`src/rtl/sbl_pkg.sv`:
```
package sbl_pkg;
  localparam int REG_W  = 5;
  localparam int N_REGS = 4;
  localparam int IDX_W  = $clog2(N_REGS);
  localparam int ADDR_W = 16;
  localparam int DATA_W = 8;
  localparam int CNT_W  = $clog2(REG_W);

  typedef enum logic [IDX_W-1:0] {
    SEL_CTRL  = 2'd0,
    SEL_BANK0 = 2'd1,
    SEL_BANK1 = 2'd2,
    SEL_PROG  = 2'd3
  } reg_sel_e;

  localparam logic [REG_W-1:0] CTRL_INIT  = 5'b01100;
  localparam logic [REG_W-1:0] CTRL_FORCE = 5'b01100;
endpackage

```
`src/rtl/sbl_write_filter.sv`:
```
module sbl_write_filter (
  input  logic clk,
  input  logic rst_n,
  input  logic wr_en,
  input  logic addr_hi,
  output logic accept
);
  logic hit;
  logic took_last;

  assign hit    = wr_en && addr_hi;
  assign accept = hit && !took_last;

  always_ff @(posedge clk) begin
    if (!rst_n) took_last <= 1'b0;
    else        took_last <= accept;
  end
endmodule

```
`src/rtl/sbl_shift_assembler.sv`:
```
module sbl_shift_assembler #(
  parameter int REG_W = 5,
  parameter int CNT_W = $clog2(REG_W)
) (
  input  logic             clk,
  input  logic             rst_n,
  input  logic             accept,
  input  logic             restart,
  input  logic             data_bit,
  output logic             done,
  output logic [REG_W-1:0] value,
  output logic [CNT_W-1:0] count
);
  localparam logic [CNT_W-1:0] LAST = CNT_W'(REG_W - 1);

  logic [REG_W-1:0] sr;
  logic [CNT_W-1:0] cnt;
  logic             take_bit;

  assign take_bit = accept && !restart;
  assign done     = take_bit && (cnt == LAST);
  assign value    = {data_bit, sr[REG_W-1:1]};
  assign count    = cnt;

  always_ff @(posedge clk) begin
    if (!rst_n) begin
      sr  <= '0;
      cnt <= '0;
    end else if (accept && restart) begin
      sr  <= '0;
      cnt <= '0;
    end else if (done) begin
      sr  <= '0;
      cnt <= '0;
    end else if (take_bit) begin
      sr  <= value;
      cnt <= cnt + 1'b1;
    end
  end
endmodule

```
`src/rtl/sbl_reg_bank.sv`:
```
module sbl_reg_bank #(
  parameter int               REG_W      = 5,
  parameter int               N_REGS     = 4,
  parameter int               IDX_W      = $clog2(N_REGS),
  parameter logic [REG_W-1:0] CTRL_INIT  = 5'b01100,
  parameter logic [REG_W-1:0] CTRL_FORCE = 5'b01100
) (
  input  logic                         clk,
  input  logic                         rst_n,
  input  logic                         wr_stb,
  input  logic [IDX_W-1:0]             wr_sel,
  input  logic [REG_W-1:0]             wr_val,
  input  logic                         force_set,
  output logic [N_REGS-1:0][REG_W-1:0] regs,
  output logic                         pulse,
  output logic [IDX_W-1:0]             pulse_idx
);
  for (genvar g = 0; g < N_REGS; g++) begin : g_reg
    logic hit_g;
    assign hit_g = wr_stb && (wr_sel == IDX_W'(g));
    if (g == 0) begin : g_ctrl
      always_ff @(posedge clk) begin
        if (!rst_n)         regs[g] <= CTRL_INIT;
        else if (hit_g)     regs[g] <= wr_val;
        else if (force_set) regs[g] <= regs[g] | CTRL_FORCE;
      end
    end else begin : g_plain
      always_ff @(posedge clk) begin
        if (!rst_n)     regs[g] <= '0;
        else if (hit_g) regs[g] <= wr_val;
      end
    end
  end

  always_ff @(posedge clk) begin
    if (!rst_n) begin
      pulse     <= 1'b0;
      pulse_idx <= '0;
    end else begin
      pulse <= wr_stb;
      if (wr_stb) pulse_idx <= wr_sel;
    end
  end
endmodule

```
`src/rtl/serial_bank_loader.sv`:
```
module serial_bank_loader
  import sbl_pkg::*;
(
  input  logic              clk,
  input  logic              rst_n,
  input  logic              wr_en,
  input  logic [ADDR_W-1:0] addr,
  input  logic [DATA_W-1:0] wdata,
  output logic [REG_W-1:0]  ctrl_q,
  output logic [REG_W-1:0]  bank0_q,
  output logic [REG_W-1:0]  bank1_q,
  output logic [REG_W-1:0]  prog_q,
  output logic              commit_pulse,
  output logic [IDX_W-1:0]  commit_idx
);
  localparam int SEL_LO = ADDR_W - 1 - IDX_W;

  logic                         acc_w;
  logic                         restart_w;
  logic                         done_w;
  logic [REG_W-1:0]             val_w;
  logic [CNT_W-1:0]             cnt_w;
  logic [IDX_W-1:0]             sel_w;
  logic [N_REGS-1:0][REG_W-1:0] regs_w;
  logic                         unused_bits;

  assign restart_w   = wdata[DATA_W-1];
  assign sel_w       = addr[ADDR_W-2:SEL_LO];
  assign unused_bits = ^{wdata[DATA_W-2:1], addr[SEL_LO-1:0]};

  sbl_write_filter u_filter (
    .clk     (clk),
    .rst_n   (rst_n),
    .wr_en   (wr_en),
    .addr_hi (addr[ADDR_W-1]),
    .accept  (acc_w)
  );

  sbl_shift_assembler #(.REG_W(REG_W), .CNT_W(CNT_W)) u_shift (
    .clk      (clk),
    .rst_n    (rst_n),
    .accept   (acc_w),
    .restart  (restart_w),
    .data_bit (wdata[0]),
    .done     (done_w),
    .value    (val_w),
    .count    (cnt_w)
  );

  sbl_reg_bank #(
    .REG_W(REG_W), .N_REGS(N_REGS), .IDX_W(IDX_W),
    .CTRL_INIT(CTRL_INIT), .CTRL_FORCE(CTRL_FORCE)
  ) u_regs (
    .clk       (clk),
    .rst_n     (rst_n),
    .wr_stb    (done_w),
    .wr_sel    (sel_w),
    .wr_val    (val_w),
    .force_set (acc_w && restart_w),
    .regs      (regs_w),
    .pulse     (commit_pulse),
    .pulse_idx (commit_idx)
  );

  assign ctrl_q  = regs_w[SEL_CTRL];
  assign bank0_q = regs_w[SEL_BANK0];
  assign bank1_q = regs_w[SEL_BANK1];
  assign prog_q  = regs_w[SEL_PROG];
endmodule

```
`config.mk`:
```
export PLATFORM = sky130hd
export DESIGN_NAME = serial_bank_loader
export DESIGN_NICKNAME = d
export VERILOG_FILES = /design/src/rtl/sbl_pkg.sv /design/src/rtl/sbl_write_filter.sv /design/src/rtl/sbl_shift_assembler.sv /design/src/rtl/sbl_reg_bank.sv /design/src/rtl/serial_bank_loader.sv
export SDC_FILE = /design/constraint.sdc
export NUM_CORES = 1
export LEC_CHECK = 0
export BUFFER_PORTS_ARGS = -buffer_cell sky130_fd_sc_hd__buf_4
export CAP_MARGIN = 20
export CORE_ASPECT_RATIO = 1.2
export CORE_MARGIN = 2
export CORE_UTILIZATION = 50
export DETAILED_ROUTE_END_ITERATION = 8
export HOLD_SLACK_MARGIN = 0.1
export PLACE_DENSITY = 0.8
export SYNTH_ARGS = -nofsm -noshare
export SYNTH_HDL_FRONTEND = slang
export SYNTH_SLANG_ARGS = --single-unit
```
`constraint.sdc`:
```
create_clock -name clk -period 3.15 [get_ports clk]
set_input_delay 0.63 -clock clk [delete_from_list [all_inputs] [get_ports clk]]
set_output_delay 0.63 -clock clk [all_outputs]
set_load 0.05 [all_outputs]
```
# Yosys cells after proc, flatten, opt, wreduce, memory -nomap -nowiden
# Cells that the tools add are included.
# op_classes
reduce_logical	14
n_eq_ne	4
add_sub_neg	1
n_bitwise	1
muxes	2
# op_table
cell	count
1-bit logical AND	9
5-bit 2-to-1 mux	1
2-bit equality test, second input constant	2
4-bit 2-to-1 mux	1
3-bit by 1-bit adder with 3-bit output, second input constant	1
3-bit equality test, second input constant	1
3-bit OR reduction	1
2-bit by 1-bit equality test with 1-bit output, second input constant	1
1-bit logical NOT	2
2-bit logical NOT	1
2-bit nonzero test	1
1-bit NOT	1
# totals
elab_cells	32
register_bits	32
output_inout_bits	23

# Depth between registers and ports, before layout
# Gate-level depths: netlist (run 1).
# logic_depth
word_depth	6
depth_mapped	6

# By module
# From an unflattened synthesis (run 1), not the netlist that was laid out.
# hier_totals
cells_unflattened	126
area_unflattened_um2	1268.7
# by_module_without_submodules
module	n_inst	cells_each	area_per_inst_um2	seq_area_each_um2
sbl_reg_bank	1	83	888.4	460.4
sbl_shift_assembler	1	39	334.1	140.1
sbl_write_filter	1	3	40.0	20.0
serial_bank_loader	1	1	6.3	0.0

# Least setup slack after synthesis (run 1)
# OpenSTA, ideal clock, no wires.
# synth_path
kind	input to register
startpoint	in wdata[7]
endpoint	reg u_regs.regs[2] (netlist bit)
required_time_ns	3.025
arrival_ns	1.483
path_stages	4
path_buffers	1
path_slack_ns	1.543
setup_time_ns	0.125
cell_sequence	nand3b_1 or4_4 buf_6 mux2i_1
# synth_between
elab_chain_cells	5
# synth_rtl
item	line_no	source
start, declared	serial_bank_loader.sv:8	input logic [DATA_W-1:0] wdata,
1-bit logical NOT	sbl_shift_assembler.sv:20	assign take_bit = accept && !restart;
1-bit logical AND	sbl_shift_assembler.sv:20	
1-bit logical AND	sbl_shift_assembler.sv:21	assign done = take_bit && (cnt == LAST);
1-bit logical AND	sbl_reg_bank.sv:20	assign hit_g = wr_stb && (wr_sel == IDX_W'(g));
5-bit 2-to-1 mux or 2-bit nonzero test (tied branches)	--	
end signal, assigned by index	sbl_reg_bank.sv:24	else if (hit_g) regs[g] <= wr_val;
end signal, assigned by index	sbl_reg_bank.sv:25	else if (force_set) regs[g] <= regs[g] | CTRL_FORCE;
end, declared	sbl_reg_bank.sv:14	output logic [N_REGS-1:0][REG_W-1:0] regs,
# Parallel ways exist; a longest one is shown, timed or not. The select of a mux whose other input is x is not followed.
# A chain may end at the register's enable or synchronous reset.

# Worst setup path in the final report (run 1)
# layout_path
startpoint	reg u_shift.cnt[0], in the netlist u_shift.count[0]
endpoint	reg u_regs.regs[11] (netlist bit)
# layout_between
elab_chain_cells	3
# layout_rtl
item	line_no	source
start, declared	sbl_shift_assembler.sv:17	logic [CNT_W-1:0] cnt;
start signal, assigned	sbl_shift_assembler.sv:37	cnt <= cnt + 1'b1;
3-bit equality test	sbl_shift_assembler.sv:21	
1-bit logical AND	sbl_shift_assembler.sv:21	
1-bit logical AND	sbl_reg_bank.sv:20	
end signal, assigned by index	sbl_reg_bank.sv:30	else if (hit_g) regs[g] <= wr_val;
# No other way between the ends.

==> impl_summary.md, run 1 <==
Clocking
The cts-stage hold buffer count is 0. Once the clock tree was built, the setup fixing pass inserted 0 buffers. The CTS root buffer is clkbuf_4. In this run, CTS created clock tree buffers numbering 5. The clock reaches the later pin of the worst-skew pair after approximately 0.33 ns. The count of instances resized after the clock tree is built is 0. In this run the deepest clock path goes through 2 buffers. The clock transition at the registers of the reported paths is 0.08 ns.

Clock tree synthesis found a total of 31 sinks. The clock tree from TritonCTS is done. CTS built an H-tree with a depth of 2.

Routing
After detailed routing, the average wire length per cell comes to about 13 µm. For this run, design rule violations remaining after detail routing come to 0. The total number of vias is 1010.

The number of DRC markers after the initial detailed-route iteration is 6. The total wire length after detailed routing is about 2500 µm. The number of iterations in the first detailed-routing pass is 4. The count of antenna-violating nets left after detailed routing is 0. In the routed layout, each cell is associated on average with a via count of 5.15.

Global route
The number of antenna violations at the first check in global routing came to 0. The global-route congestion overflow total is 0. The first-pass GRT wire length is about 4400 µm. The largest net degree at the start of global routing is 26.

The via count of the first global-routing pass is approximately 1000. The combined global-route utilization of all metal layers is 0.202.

Floorplan
The number of top-level design ports is 50. The die is 49.9 µm wide. The core region area is around 2500 µm². The area of the die is a little under 3000 µm². For this configuration, the core starts out at a cell density of 0.511. The die boundary height is between 50 and 60 µm.

The number of placement rows is 20.

Power
Power spread over the standard cell area amounts to ~470 nW/µm². The register share of total power is 0.527. The worst-case IR drop observed on VDD is between 300 and 400 µV. The static leakage is between 0.7 and 0.8 nW.

The analysis attributes to net switching a power of ~0.00016 W. Of the total power, the share spent switching nets is 0.208. The internal portion of the total power is about 0.0006 W. The fraction of power consumed by combinational cells is 0.044. The share of total power in the clock network is 0.428.

Timing
The tightest hold margin is around 0.46 ns. The final period demand of the worst path is roughly 1.6 ns. The portion of the clock cycle consumed by the worst path in the final layout is 0.507. The peak clock frequency supported by timing is 626 MHz.

The relative slew slack is 0.582. For the pin with the worst max-slew slack, the measured transition is 0.621 ns. Setup repair after global routing left no endpoint under its margin. The count of endpoints failing setup in the final report is 0. Setup total negative slack on the finished layout was measured at 0 ns. The number of failing hold endpoints at the final stage is 0. The final max-slew violation count is 0. For the final database, setup skew stands at approximately 0.011 ns.

Synthesis
In this run, distinct cell masters in the synthesized netlist total 23. In the synthesized netlist, the number of instances is between 100 and 150. The area share of the largest cell type after synthesis is 0.490. The count of synthesis-stage warnings from yosys is 0. The number of register bits inferred by synthesis is 31. The average cell area after synthesis is between 9 and 10 µm². The sequential fraction of the synthesis area is 0.490. The summed instance area of the synthesized netlist is roughly 1300 µm².

The net count after synthesis is 161. Sorting the synthesized cells by area gives the leading types as dfxtp_1 49%, mux2i_1 16%, nand2_1 8.6%, a21oi_1 3.6%, nand3b_1 3.6%. The biggest area contributor in the post-synthesis netlist is dfxtp_1.

Layout
The share of layout cells above drive strength 1 is 0.245. The final net count is roughly 190. The sequential cell area in the final layout is around 620 µm². The number of diodes is 0. The multi-input logic area is approximately 600 µm². The synthesis-to-finish area growth is 25.2%.

The design area is around 1600 µm². The share of the core filled with cells is 0.640. After filler insertion, the fill cell instance count of the layout stands at between 200 and 250.

Outcome
The flow ran to the end, and the final reports show no timing, DRC or antenna violations.

Placed design
The wire-length estimate of the detail-placed layout is about 1900 µm. Input and output buffers added on the ports amount to 30. The routability congestion estimate is slightly above 0.8. Summing all placed instances gives a cell area of about 1500 µm².

Setup path
The class of the most critical setup path is flop to flop. The worst setup path is launched from a flop. Data arrives at the worst endpoint at between 1.5 and 2 ns. Of all nets on the critical path, the largest fanout is 5. The required time at the worst-slack endpoint is 3.35 ns. Traced cell by cell, the critical path runs through inv_1, ha_1, and4_1, nand4b_1, mux2i_1.

The slowest cell on the critical path is nand4b_1. The kind of end point of the critical path is a flop. The largest single stage delay on the critical path is 0.39 ns.

Job
The number of max-cap violations is 0.

Worst hold path
The path class of the tightest hold or removal check is flop to flop.
==> layout by cell type, fill, tap and decap left out, types with 3 or more instances in the layout <==
cell type	Yosys	layout
a21oi_1	9	9
buf_4	0	30
clkbuf_4	0	5
dfxtp_1	31	31
mux2i_1	20	20
nand2_1	29	29
nand3b_1	6	6
nand4b_1	3	3
nor2_1	4	4
o21ai_0	4	4
==> kinds of logic after synthesis <==
logic type | after synthesis | synth area share
AOI/OAI and AO/OA | 13 | 0.0514
adders and majority gates | 2 | 0.0198
buffers and inverters | 10 | 0.0356
DFF | 31 | 0.490
muxes | 20 | 0.158
and+or+nand+nor | 56 | 0.245
==> critical path, delay by kind of cell (launching register included) <==
family | cells | cell delay (ns)
flops | 1 | 0.34
simple gates | 2 | 0.65
buf+inv | 1 | 0.06
mux | 1 | 0.22
fa+ha+maj | 1 | 0.20
==> routing by layer <==
| metal | global-route usage | share of wire | vias to the layer above |
|---|---|---|---|
| met5 | 0 | 0 | - |
| met4 | 0.107 | 0.021 | 0 |
| met3 | 0.0581 | 0.050 | 8 |
| met2 | 0.356 | 0.52 | 25 |
| met1 | 0.219 | 0.41 | 464 |
| li1 | - | - | 513 |
==> power by group through the flow <==
stage               registers (W)  clock network, W  logic (W)
detailed placement       0.000404                 0  0.0000333
finish                   0.000395          0.000321  0.0000333
global route             0.000395          0.000344  0.0000374
floorplan                0.000404                 0  0.0000204
global placement         0.000404                 0  0.0000322
CTS                      0.000395          0.000325  0.0000334
==> state kept, by name, indices dropped and copies added, names as in the netlist <==
name / flops
u_shift.count: 3
u_regs.pulse_idx: 2
u_regs.pulse: 1
u_regs.regs: 20
u_shift.sr: 4
u_filter.took_last: 1
==> final timing paths <==
check	from	to	slack, ns	depth (start not counted)
hold / removal	u_shift.sr[1]	u_shift.sr[1]	0.46	2
hold reg to reg	u_shift.sr[1]	u_shift.sr[1]	0.46	2
setup / recovery	u_shift.count[0]	u_regs.regs[11]	1.55	5
setup reg to reg	u_shift.count[0]	u_regs.regs[11]	1.55	5
==> metrics by stage <==
stage	setup slack, ns	total power [W]	instances
3_5_place_dp	1.34	0.000437	188
2_1_floorplan	1.54	0.000424	132
4_1_cts	1.54	0.000754	196
6_report	1.55	0.000749	196
5_1_grt	1.40	0.000776	196
3_3_place_gp	1.35	0.000436	188
==> synth_stat cells (all sizes together) <==
cell type / count
nand4: 1
and4: 1
inv: 2
clkinv: 1
nor3b: 2
nand2: 29
and3b: 2
or3: 1
a21oi: 9
or4: 1
dfxtp: 31
buf: 1
nand4b: 3
clkbuf: 6
nand3: 2
or4b: 1
nand3b: 7
nor3: 2
mux2i: 20
nor2: 4
ha: 2
o21ai: 4
==> cell type report <==
cell class	count	area share
Timing Repair Buffer	30	0.142
Sequential cell	31	0.391
Inverter	3	0.00710
Clock inverter	2	0.0221
Multi-Input combinational cell	91	0.379
Tap cell	33	0.0260
Clock buffer	6	0.0324
Power figures use the tool's default switching activity.
==> inputs of run 2 (changes only) <==
- CORE_UTILIZATION: 50 -> 42
- PLACE_DENSITY: 0.8 -> 0.71
- clock period: 3.15 -> 1.4 ns (I/O delays scaled with it)
==> run 2 against run 1 <==
  * Utilization is 4.6 points lower
  * Clock skew fell by 0.0082 ns
  * Clock power is 83% higher
  * Sequential power rose by 130%
  * Worst hold slack worse by 0.22 ns
  * Count of clock-buffer cells in the layout rose by 2
  * Flip-flop and latch count is the same
  * Fmax rose by 16%
  * Critical endpoint is now u_regs.regs[3]
  * Highest routed layer unchanged
==> impl_summary.md, run 2 (same netlist as run 1, synthesis figures left out) <==
Setup path
The critical path is of the flop to flop type. The data arrival at the endpoint of the critical path was 1.59 ns (-0.21 ns). The critical path starts at u_shift.count[1]. The highest net fanout along the worst path is 5 (unchanged). The startpoint of the lowest-slack register-to-register path is u_shift.count[1].

The critical path goes through inv_2, ha_4, nand3b_1, or4_4, mux2i_1. The slowest cell on the critical path is or4_4. STA classifies the critical path endpoint as a flop. The worst setup path is launched from a flop. The buffering stage count on the worst path with inverters included is 1 (unchanged). The delay contributed by the slowest stage of the critical path is 0.50 ns (+0.11 ns). Grouping stages by cell kind, the critical path spends the most delay in simple AND/OR/NAND/NOR gates. The required time at the worst-slack endpoint was 1.61 ns (-1.74 ns).

Placed design
The post-place setup slack is 0.00549 ns (-1.33 ns). The routability congestion estimate is 0.752 (-7.4%). The number of buffers added on ports is 30 (unchanged). The total half-perimeter wirelength after legalization and detailed placement is 2150 µm (+12%).

Clocking
The number of buffers inserted during clock tree synthesis is 5 (unchanged). The number of sinks on the clock net is 31 (unchanged). The clock latency on the worst-skew pair is 0.33 ns (about the same).

The count of instances resized after the clock tree is built was 0 (unchanged). The clock transition at the registers of the reported paths is 0.09 ns (about the same). The CTS root buffer is clkbuf_4.

The H-tree level count is 2 (unchanged). The number of buffers between clock root and the deepest sink came to 2 (unchanged). The clock tree from TritonCTS is done. The cts-stage hold buffer count was 0 (unchanged).

Routing
The wire length the detailed router placed on met1 came to 1190 µm (+14%). The count of antenna-violating nets left after detailed routing is 0 (unchanged). The number of DRC markers after the initial detailed-route iteration is 14 (+8). The number of iterations in the first detailed-routing pass is 4 (unchanged).

The average detailed-routed wire length per instance was 14.0 µm (+8.2%). The via density per instance is 5.12 (-0.65%). The final routed DRC violation total was 0 (unchanged).

The total wire length after detailed routing is 2920 µm (+15%). The routed length on met3 came to 121 µm (-4.7%). The detailed router used layers up to and including met4. The total number of vias is 1070 (+5.9%). The length of routed met2 wiring is 1540 µm (+18%).

Worst hold path
The path type of the worst min-delay path is input pin to flop. The startpoint identified for the worst hold timing path is wdata[0].

Layout
The synthesis-to-finish area growth is 33.2%. The share of layout cells above drive strength 1 is 0.320 (+0.0746). The number of diodes came to 0 (unchanged). More flip-flops sit in one register than any other, and that register is u_regs.regs. In the layout the commonest cells are 41 x buf_4, 29 x nand2_1, 29 x dfxtp_1, 20 x mux2i_1, 9 x a21oi_1.

The flip-flop count of the largest register after layout was 20 (unchanged). The library cell used most frequently in the layout, excluding fill and tap cells, is buf_4. The final net count was 203 (+6.3%).

Timing
The final worst-path setup slack is 0.0190 ns (-1.53 ns). The portion of the clock cycle consumed by the worst path in the final layout is 0.986 (+0.479). The relative slew slack is 0.802 (+0.220).

The tightest hold margin is 0.237 ns (-0.222 ns). The count of endpoints failing setup in the final report is 0 (unchanged). The final max-slew violation count is 0 (unchanged).

The peak clock frequency supported by timing is 724 MHz (+16%). Setup repair after global routing could not meet its margin everywhere. The number of failing hold endpoints at the final stage is 0 (unchanged). The final period demand of the worst path is 1.38 ns (-0.217 ns). The clock skew came to 0.00325 ns (-0.00822 ns). The post-route setup TNS was 0 ns (unchanged). The slew at the pin closest to its max-slew limit was 0.297 ns (-0.324 ns).

Power
The static leakage is 0.812 nW (+7.2%). The total design power came to 0.00157 W (+110%). The power per cell area is 932 nW/µm² (+97%).

The peak supply drop is 614 µV (+95%).

Floorplan
The core region area is 2840 µm² (+15%). The die boundary height is 64.2 µm (+8.5%). The number of top-level design ports was 50 (unchanged). The floorplan die width is 54.1 µm (+8.4%). The number of placement rows is 21 (+5.0%).

The starting utilization of the core area is 0.446 (-0.0649). The area of the die is 3470 µm² (+18%).

Global route
The largest net degree at the start of global routing was 22 (-15%). The combined global-route utilization of all metal layers is 0.194 (-0.00798). The via count of the first global-routing pass is 1049 (+3.1%).

The first-pass GRT wire length was 4700 µm (+5.9%). The global-route congestion overflow total is 0 (unchanged). The number of antenna violations at the first check in global routing came to 0 (unchanged).

Job
The number of max-cap violations is 0 (unchanged).

Outcome
The flow ran to the end, and the final reports show no timing, DRC or antenna violations.
## run 2: cell types whose count changed in the layout (fill, tap and decap cells not counted)
cell / delta
ha_4: +1
ha_1: -1
bufinv_16: -1
buf_4: +11
inv_2: +2
clkbuf_1: +1
buf_12: +1
dfxtp_1: -2
dfxtp_2: +2
clkinv_2: -1
inv_1: -2
clkbuf_8: +1
## run 2: stage by stage
stage | instance area, µm² | std cells | utilization
3_5_place_dp | 1600 | 198 | 0.562
6_report | 1690 | 209 | 0.594
2_1_floorplan | 1280 | 132 | -
5_1_grt | 1690 | 209 | 0.594
4_1_cts | 1680 | 208 | 0.592
3_3_place_gp | 1600 | 198 | 0.562
## run 2: layer usage
metal | track usage | vias to the layer above
met5 | 0 | -
met4 | 0.0844 | 0
met3 | 0.0631 | 5
met2 | 0.340 | 24
met1 | 0.200 | 500
li1 | - | 541
## run 2: area by class of cell
type	count	area, µm²
fill	256	1150
clock buffer	8	68.8
tap	34	42.5
timing repair buffer	42	328
multi-input combinational	91	613
sequential	31	623
inverter	3	11.3
## run 2: worst min-delay path: cells and delay by family
kind / cells / cell delay, ns
AO/OA/AOI/OAI: 1 / 0.06
buffers and inverters: 1 / 0.12
AND/OR/NAND/NOR: 1 / 0.07
## run 2: path summary, 6_finish.rpt
kind              cells past startpoint         endpoint  slack (ns)
setup / recovery                      5   u_regs.regs[3]        0.02
hold / removal                        3    u_shift.sr[4]        0.24
setup reg to reg                      5   u_regs.regs[3]        0.02
hold reg to reg                       2  u_regs.regs[12]        0.46
## run 2: repair_timing
action,in CTS,in global routing
setup endpoints to repair,3,6
setup buffers,2,1
endpoints found under the hold margin,0,0
## run 2: power by group
| part | total, W | leakage [nW] | internal, W | switching [W] |
|---|---|---|---|---|
| Clock | 0.000586 | 0.0386 | 0.000295 | 0.000290 |
| Sequential | 0.000889 | 0.251 | 0.000885 | 0.00000351 |
| Combinational | 0.0000975 | 0.523 | 0.0000430 | 0.0000545 |
